==> src/rtl/stall_guard_pkg.sv <==
`timescale 1ns/1ps
package stall_guard_pkg;

  localparam int unsigned TIMER_W_DEF = 24;
  localparam int unsigned DIV_W_DEF   = 16;
  localparam int unsigned STOP_W_DEF  = 16;

  // a prescaler tick is due when the phase counter has reached the divider value
  function automatic logic tick_due(input logic [31:0] phase, input logic [31:0] div);
    return phase >= div;
  endfunction

  // the fault is due when the incremented count reaches the limit (limit 0 acts as 1)
  function automatic logic trip_due(input logic [31:0] count, input logic [31:0] limit);
    logic [32:0] next_count;
    next_count = {1'b0, count} + 33'd1;
    return next_count >= {1'b0, limit};
  endfunction

  // re-arm is due when the stop, including this cycle, has lasted the minimum length
  function automatic logic rearm_due(input logic [31:0] stopped, input logic [31:0] min_len);
    logic [32:0] next_len;
    next_len = {1'b0, stopped} + 33'd1;
    return next_len >= {1'b0, min_len};
  endfunction

endpackage

==> src/rtl/stall_prescaler.sv <==
`timescale 1ns/1ps
module stall_prescaler #(
  parameter int unsigned DIV_W = 16
) (
  input  logic             clk,
  input  logic             rst_n,
  input  logic             active,
  input  logic [DIV_W-1:0] div_val,
  output logic             tick
);
  import stall_guard_pkg::*;

  logic [DIV_W-1:0] phase_q;

  assign tick = active && tick_due(32'(phase_q), 32'(div_val));

  always_ff @(posedge clk or negedge rst_n) begin
    if (!rst_n) begin
      phase_q <= '0;
    end else if (!active || tick) begin
      phase_q <= '0;
    end else begin
      phase_q <= phase_q + 1'b1;
    end
  end
endmodule

==> src/rtl/stall_unlock_timer.sv <==
`timescale 1ns/1ps
module stall_unlock_timer #(
  parameter int unsigned TIMER_W = 24
) (
  input  logic               clk,
  input  logic               rst_n,
  input  logic               clear,
  input  logic               tick,
  input  logic [TIMER_W-1:0] limit,
  output logic               trip
);
  import stall_guard_pkg::*;

  localparam logic [TIMER_W-1:0] CNT_MAX = '1;

  logic [TIMER_W-1:0] count_q;

  assign trip = tick && trip_due(32'(count_q), 32'(limit));

  always_ff @(posedge clk or negedge rst_n) begin
    if (!rst_n) begin
      count_q <= '0;
    end else if (clear) begin
      count_q <= '0;
    end else if (tick && (count_q != CNT_MAX)) begin
      count_q <= count_q + 1'b1;
    end
  end
endmodule

==> src/rtl/stall_rearm_timer.sv <==
`timescale 1ns/1ps
module stall_rearm_timer #(
  parameter int unsigned STOP_W = 16
) (
  input  logic              clk,
  input  logic              rst_n,
  input  logic              stopping,
  input  logic [STOP_W-1:0] min_len,
  output logic              rearm
);
  import stall_guard_pkg::*;

  localparam logic [STOP_W-1:0] STOP_MAX = '1;

  logic [STOP_W-1:0] stopped_q;

  assign rearm = stopping && rearm_due(32'(stopped_q), 32'(min_len));

  always_ff @(posedge clk or negedge rst_n) begin
    if (!rst_n) begin
      stopped_q <= '0;
    end else if (!stopping) begin
      stopped_q <= '0;
    end else if (stopped_q != STOP_MAX) begin
      stopped_q <= stopped_q + 1'b1;
    end
  end
endmodule

==> src/rtl/stall_guard.sv <==
`timescale 1ns/1ps
module stall_guard #(
  parameter int unsigned TIMER_W = stall_guard_pkg::TIMER_W_DEF,
  parameter int unsigned DIV_W   = stall_guard_pkg::DIV_W_DEF,
  parameter int unsigned STOP_W  = stall_guard_pkg::STOP_W_DEF
) (
  input  logic               clk,
  input  logic               rst_n,
  input  logic               run_cmd,
  input  logic               speed_locked,
  input  logic               guard_en,
  input  logic [DIV_W-1:0]   prescale_div,
  input  logic [TIMER_W-1:0] timeout_ticks,
  input  logic [STOP_W-1:0]  rearm_cycles,
  output logic               lowside_off
);

  // named internal events, visible to the bound checker
  logic fault_q;
  logic counting;
  logic stopping;
  logic tick;
  logic trip;
  logic rearm;
  logic timer_clear;

  assign counting    = run_cmd && guard_en && !speed_locked && !fault_q;
  assign stopping    = !run_cmd && guard_en;
  assign timer_clear = !guard_en || rearm || (run_cmd && speed_locked);

  stall_prescaler #(.DIV_W(DIV_W)) u_prescaler (
    .clk     (clk),
    .rst_n   (rst_n),
    .active  (counting),
    .div_val (prescale_div),
    .tick    (tick)
  );

  stall_unlock_timer #(.TIMER_W(TIMER_W)) u_unlock_timer (
    .clk   (clk),
    .rst_n (rst_n),
    .clear (timer_clear),
    .tick  (tick),
    .limit (timeout_ticks),
    .trip  (trip)
  );

  stall_rearm_timer #(.STOP_W(STOP_W)) u_rearm_timer (
    .clk      (clk),
    .rst_n    (rst_n),
    .stopping (stopping),
    .min_len  (rearm_cycles),
    .rearm    (rearm)
  );

  always_ff @(posedge clk or negedge rst_n) begin
    if (!rst_n) begin
      fault_q <= 1'b0;
    end else if (!guard_en || rearm) begin
      fault_q <= 1'b0;
    end else if (trip) begin
      fault_q <= 1'b1;
    end
  end

  assign lowside_off = fault_q;

endmodule

==> config.mk <==
export PLATFORM = sky130hd
export DESIGN_NAME = stall_guard
export DESIGN_NICKNAME = d
export VERILOG_FILES = /design/src/rtl/stall_guard_pkg.sv /design/src/rtl/stall_prescaler.sv /design/src/rtl/stall_unlock_timer.sv /design/src/rtl/stall_rearm_timer.sv /design/src/rtl/stall_guard.sv
export SDC_FILE = /design/constraint.sdc
export NUM_CORES = 1
export LEC_CHECK = 0
export ABC_CLOCK_PERIOD_IN_PS = 3200
export CORE_MARGIN = 5
export CORE_UTILIZATION = 56
export DETAILED_ROUTE_END_ITERATION = 6
export PLACE_DENSITY = 0.89
export SLEW_MARGIN = 20
export SYNTH_ARGS = -nofsm -noshare
export SYNTH_HDL_FRONTEND = slang
export SYNTH_SLANG_ARGS = --single-unit
==> constraint.sdc <==
create_clock -name clk -period 3.2 [get_ports clk]
set_input_delay 0.48 -clock clk [delete_from_list [all_inputs] [get_ports clk]]
set_output_delay 0.48 -clock clk [all_outputs]
set_load 0.005 [all_outputs]
* Yosys cells after proc, flatten, opt, wreduce, memory -nomap -nowiden
Cells that the tools add are included.
** Cells by class
- Mux-type cells :: 7
- Order comparisons :: 3
- Reductions and logical operators :: 19
- Add/sub/neg operators :: 5
- Equal/unequal tests :: 3
** Operators by type and width (count)
- 2-to-1 mux 16 bit :: 3
- 2-to-1 mux 24 bit :: 2
- greater-or-equal comparator 33 x 16 -> 1 bit :: 1
- greater-or-equal comparator 33 x 24 -> 1 bit :: 1
- adder 16 x 1 -> 16 bit (second input constant) :: 2
- adder 24 x 1 -> 25 bit (second input constant) :: 1
- adder 24 x 1 -> 24 bit (second input constant) :: 1
- != test 24 bit (second input constant) :: 1
- adder 16 x 1 -> 17 bit (second input constant) :: 1
- greater-or-equal comparator 16 bit :: 1
- != test 16 bit (second input constant) :: 1
- logical AND 1 bit :: 9
- logical NOT 1 bit :: 5
- nonzero test 2 bit :: 2
- logical OR 1 bit :: 3
- 2-to-1 mux 1 bit :: 2
- != test 2 bit (second input constant) :: 1
** Storage, ports and cells
- Register bits :: 57

* Depth between registers and ports, before layout
- Depth after elaboration :: 7
- Gate-level depth with buffers :: 14

* Cells and area by module
A second synthesis with hierarchy kept.
** Unflattened totals
- Cells, all modules :: 554
- Area, all modules :: 4769.6 sq um
** By module, submodules not included
- stall_unlock_timer :: cells an instance 265, sequential area each 600.6 sq um, area an instance 2165.8 sq um, instances 1
- stall_rearm_timer :: cells an instance 154, sequential area each 400.4 sq um, area an instance 1348.8 sq um, instances 1
- stall_prescaler :: cells an instance 127, sequential area each 400.4 sq um, area an instance 1182.4 sq um, instances 1
- stall_guard :: cells an instance 8, sequential area each 25.0 sq um, area an instance 72.6 sq um, instances 1

* Least setup slack after synthesis
No wires, ideal clock.
- Path type :: reg2reg
- Start point :: register u_rearm_timer.stopped_q[2]
- End point :: register u_unlock_timer.count_q[17]
- Arrival time :: 2.776 ns
- Period minus slack after synthesis :: 2.902 ns
- Cell stages (with the launch flop) :: 14
- Path slack :: 0.298 ns
- Cell sequence :: dfrtp_1 > and3_1 > and3_1 > and2_1 > nand3_1 > xnor2_1 > ha_1 > and4_1 > nor4b_1 > o41ai_1 > a32o_1 > nand2_1 > nor2_1 > a221o_1
** Between the ends
- Word-level cells in the longest chain between the ends :: 6
- Elaborated cells between the ends (all ways) :: 7
- Classes of those cells :: 1 x add/sub; 1 x order compare; 1 x mux; 4 x reduce/logical
** RTL lines
- start, declared :: line stall_rearm_timer.sv:15 : logic [STOP_W-1:0] stopped_q;
- start signal, assigned :: line stall_rearm_timer.sv:25 : stopped_q <= stopped_q + 1'b1;
- adder 16 x 1 -> 17 bit (*) :: line stall_guard_pkg.sv:23 : next_len = {1'b0, stopped} + 33'd1;
- greater-or-equal comparator 33 x 16 -> 1 bit (*) :: line stall_guard_pkg.sv:24 : return next_len >= {1'b0, min_len};
- logical AND 1 bit (*) :: line stall_rearm_timer.sv:17 : assign rearm = stopping && rearm_due(32'(stopped_q), 32'(min_len));
- logical OR 1 bit (*) (2 in series) :: line stall_guard.sv:29 : assign timer_clear = !guard_en || rearm || (run_cmd && speed_locked);
- 2-to-1 mux 24 bit or nonzero test 2 bit (tied branches)
- end signal, assigned :: line stall_unlock_timer.sv:26 : count_q <= count_q + 1'b1;
- end, declared :: line stall_unlock_timer.sv:16 : logic [TIMER_W-1:0] count_q;
Mark *: on every way between the ends. The rest lies on a longest branch, timed or not.
A chain may end at the register's enable or synchronous reset.

* Final worst setup path
- Start point :: register u_unlock_timer.count_q[6]
- End point :: register fault_q, in the netlist lowside_off
** Between the ends
- Word-level cells in the longest chain between the ends :: 4
** RTL lines
- adder 24 x 1 -> 25 bit :: line stall_guard_pkg.sv:16 : next_count = {1'b0, count} + 33'd1;
- greater-or-equal comparator 33 x 24 -> 1 bit :: line stall_guard_pkg.sv:17 : return next_count >= {1'b0, limit};
- logical AND 1 bit :: line stall_unlock_timer.sv:18 : assign trip = tick && trip_due(32'(count_q), 32'(limit));
- nonzero test 2 bit (no line)
- end signal, assigned :: line stall_guard.sv:58 : fault_q <= 1'b0;
- end signal, assigned :: line stall_guard.sv:60 : fault_q <= 1'b0;
- end signal, assigned :: line stall_guard.sv:62 : fault_q <= 1'b1;
- end, declared :: line stall_guard.sv:19 : logic fault_q;
Every way passes these cells.

==> qor.csv <==
metric;value;unit
highest clock rate;322;MHz
Final Setup Violations;0;
vias in the first global route;4253;
die width;99.5;um
initial antenna violation count;0;
gr usage total;0.237;
Post-synth EDFFs;0;
first-pass GRT wire length;19.0;mm
largest net degree at the start of global routing;29;
Comb pwr share;0.112;
sequential area share after synthesis;0.318;
Static Leak;2.83;nW
Antenna Diode Count;0;
gpl congestion;0.885;
Cells after Synth;518;
Buffers & Inverters on Critical Path;1;
Max-Cap Viols;0;
synthesized net count;638;
sequential power share;0.412;
TritonRoute pass-1 iters;4;
Fillers;522;
r2r endpoint;lowside_off;
CTS sink count;57;
die height;99.5;um
final worst path period share;0.971;
pwr/cell area;312;nW/um^2
register area;1430;sq um
multi-input logic area;2900;sq um
R2R Path Start;u_unlock_timer.count_q[6];
Detail Route Antenna Nets;0;
vias;4163;
synthesized area per cell;8.66;sq um
CP top delay family;compound AO/OA/AOI/OAI gates;
Internal Power;0.00137;W
total number of yosys warnings;0;
Worst Reg-to-Reg Cells;11;
CTS root buffer;clkbuf_8;
starting density of the core;0.578;
DRC viols;0;
crit path kind;register to register;
1st-iter DRT viols;237;
routed len/inst;16.4;um
Worst-Skew Late Latency;340;ps
final hold vios;0;
Vias per Instance;5.94;
minimum clock period;3110;ps
total grt overflow;0;
fraction of registers with async set/reset;1.00;
TritonCTS buffer count;9;
CP peak stage delay;500;ps
area of the die;9900;sq um
post-route setup slack;91.2;ps
CP Max Fanout;7;
Rel. slew slack;0.588;
clock slew at reported path FFs;70;ps
maximum root-to-sink buffer count;2;
Core Area;7770;sq um
fin nets;714;
Slew @ Worst Pin;619;ps
PortBufs;61;
Critical Path End Type;register;
CTS tree;built;
share of cells above drive strength 1;0.117;
Slowest cell on crit path;o41ai_1;
Yosys reg bits;57;
Syn Std Cell Area;4490;sq um
Worst Setup Slack post-DPL;-265;ps
sw frac;0.224;
skew final;5.71;ps
Netlist cell types;48;
row count;32;
IR drop worst, VDD;0.000218;V
I/O pin count;62;
Layout area overhead;25.9;%
worst path required time;3400;ps
share of total power in the clock network;0.477;
Hold Path Class;input pin to async pin;
Hold WS;146;ps
most frequent cells in the layout;62 x inv_1, 60 x clkdlybuf4s50_1, 56 x ha_1, 56 x dfrtp_1, 44 x nand2_1;
DP HPWL;8.61;mm
Critical Path Source Type;register;
critical-path cell list;and4_4, nand4_4, nor2_1, buf_4, and4_1, xor2_1, ha_1, a211oi_1, o21ai_0, o41ai_1, a31oi_1;
status;finished, final reports clean;
CTS H-tree lvls;3;
commonest non-fill, non-tap cell in the layout;inv_1;
fin. max-slew vios;0;
drt total wl;11.5;mm
R2R setup slack;90;ps
Switch Pwr;0.000395;W
crit path DAT;3310;ps
Top FF cell, synth;dfrtp_1;
==> cell usage after synthesis, types with 3 or more instances <==
cell type | count | area, sq um
nand2b_1 | 7 | 43.8
nand3_1 | 27 | 135
mux2i_1 | 4 | 40.0
o2bb2ai_1 | 11 | 96.3
ha_1 | 59 | 738
o21ba_2 | 8 | 80.1
a21o_1 | 8 | 60.1
o21ai_0 | 20 | 100
dfrtp_1 | 57 | 1430
or3_1 | 6 | 37.5
a21oi_1 | 27 | 135
and2_1 | 4 | 25.0
a211oi_1 | 5 | 37.5
inv_1 | 62 | 233
clkbuf_1 | 6 | 22.5
o211ai_1 | 4 | 30.0
nand2_1 | 45 | 169
xor2_1 | 20 | 175
xnor2_1 | 22 | 193
nand4_1 | 19 | 119
nor2_1 | 39 | 146
and3_1 | 15 | 93.8
and4_1 | 5 | 43.8
a31oi_1 | 3 | 18.8
nor3_1 | 7 | 35.0
nor2b_1 | 3 | 18.8
==> what timing repair did <==
item | 4_1_cts | 5_1_grt
pin swaps | 0 | 4
hold buffers | 0 | 0
endpoints found under the setup margin | 16 | 11
buffers inserted | 0 | 1
resized for setup | 6 | 21
==> power by group through the flow <==
stage               Combinational, W  Clock (W)  Sequential [W]
finish                      0.000197   0.000840        0.000725
global route                0.000219   0.000888        0.000725
CTS                         0.000192   0.000843        0.000725
detailed placement          0.000188          0        0.000738
global placement            0.000180          0        0.000738
floorplan                  0.0000704          0        0.000738
==> metal layers <==
layer	share of wire	GRT usage	up-vias
met1	0.39	0.278	1986
li1	-	-	1967
met3	0.072	0.0512	36
met4	0.028	0.0945	0
met5	0	0	-
met2	0.51	0.420	174
==> worst max path at each step <==
stage	from	end	slack, ps	depth (start not counted)
2_1_floorplan	u_rearm_timer.stopped_q[2]	u_unlock_timer.count_q[17]	300	13
3_3_place_gp	u_rearm_timer.stopped_q[3]	u_unlock_timer.count_q[17]	30	13
3_5_place_dp	u_rearm_timer.stopped_q[3]	u_unlock_timer.count_q[18]	-270	14
4_1_cts	u_rearm_timer.stopped_q[3]	u_unlock_timer.count_q[18]	3	14
5_1_grt	u_rearm_timer.stopped_q[3]	u_unlock_timer.count_q[13]	-60	14
6_report	u_unlock_timer.count_q[6]	lowside_off	90	11
==> sequential cells by signal (all words and copies together) (netlist names) <==
signal,cells
lowside_off,1
u_rearm_timer.stopped_q,16
u_prescaler.phase_q,16
u_unlock_timer.count_q,24
==> worst reg2reg max path, stage by stage, from the launching register on <==
cell	delay [ps]
dfrtp_1	460
and4_4	290
nand4_4	130
nor2_1	160
buf_4	150
and4_1	210
xor2_1	240
ha_1	300
a211oi_1	210
o21ai_0	140
o41ai_1	500
a31oi_1	170
==> per-stage QoR <==
| stage | util | power, W | cell area (sq um) | TNS (ps) | cells |
|---|---|---|---|---|---|
| CTS | 0.716 | 0.00176 | 5560 | 0 | 700 |
| detailed placement | 0.680 | 0.000927 | 5280 | -1720 | 684 |
| finish | 0.727 | 0.00176 | 5650 | 0 | 701 |
| global placement | 0.680 | 0.000918 | 5280 | 0 | 684 |
| global route | 0.727 | 0.00183 | 5650 | -118 | 701 |
| floorplan | - | 0.000808 | 4490 | 0 | 518 |
==> cells by family (layout without fill, tap and decap cells) <==
group                      Yosys count  count (layout)  share of synthesized area
buffers and inverters               72             153                     0.0625
DFF                                 57              57                      0.318
muxes                                5               5                     0.0114
and+or+nand+nor                    186             186                      0.215
xor gates and xnor gates            42              42                     0.0820
AOI/OAI and AO/OA                   97              97                      0.147
adders and majority gates           59              59                      0.165
==> final cells by class <==
cell class	count	area share
clock buffer	11	0.0250
clock inverter	5	0.0182
inverter	62	0.0412
multi-input combinational	389	0.512
sequential	57	0.253
tap	102	0.0226
timing repair buffer	75	0.128
Note: power is estimated with default switching activity, not from simulation.
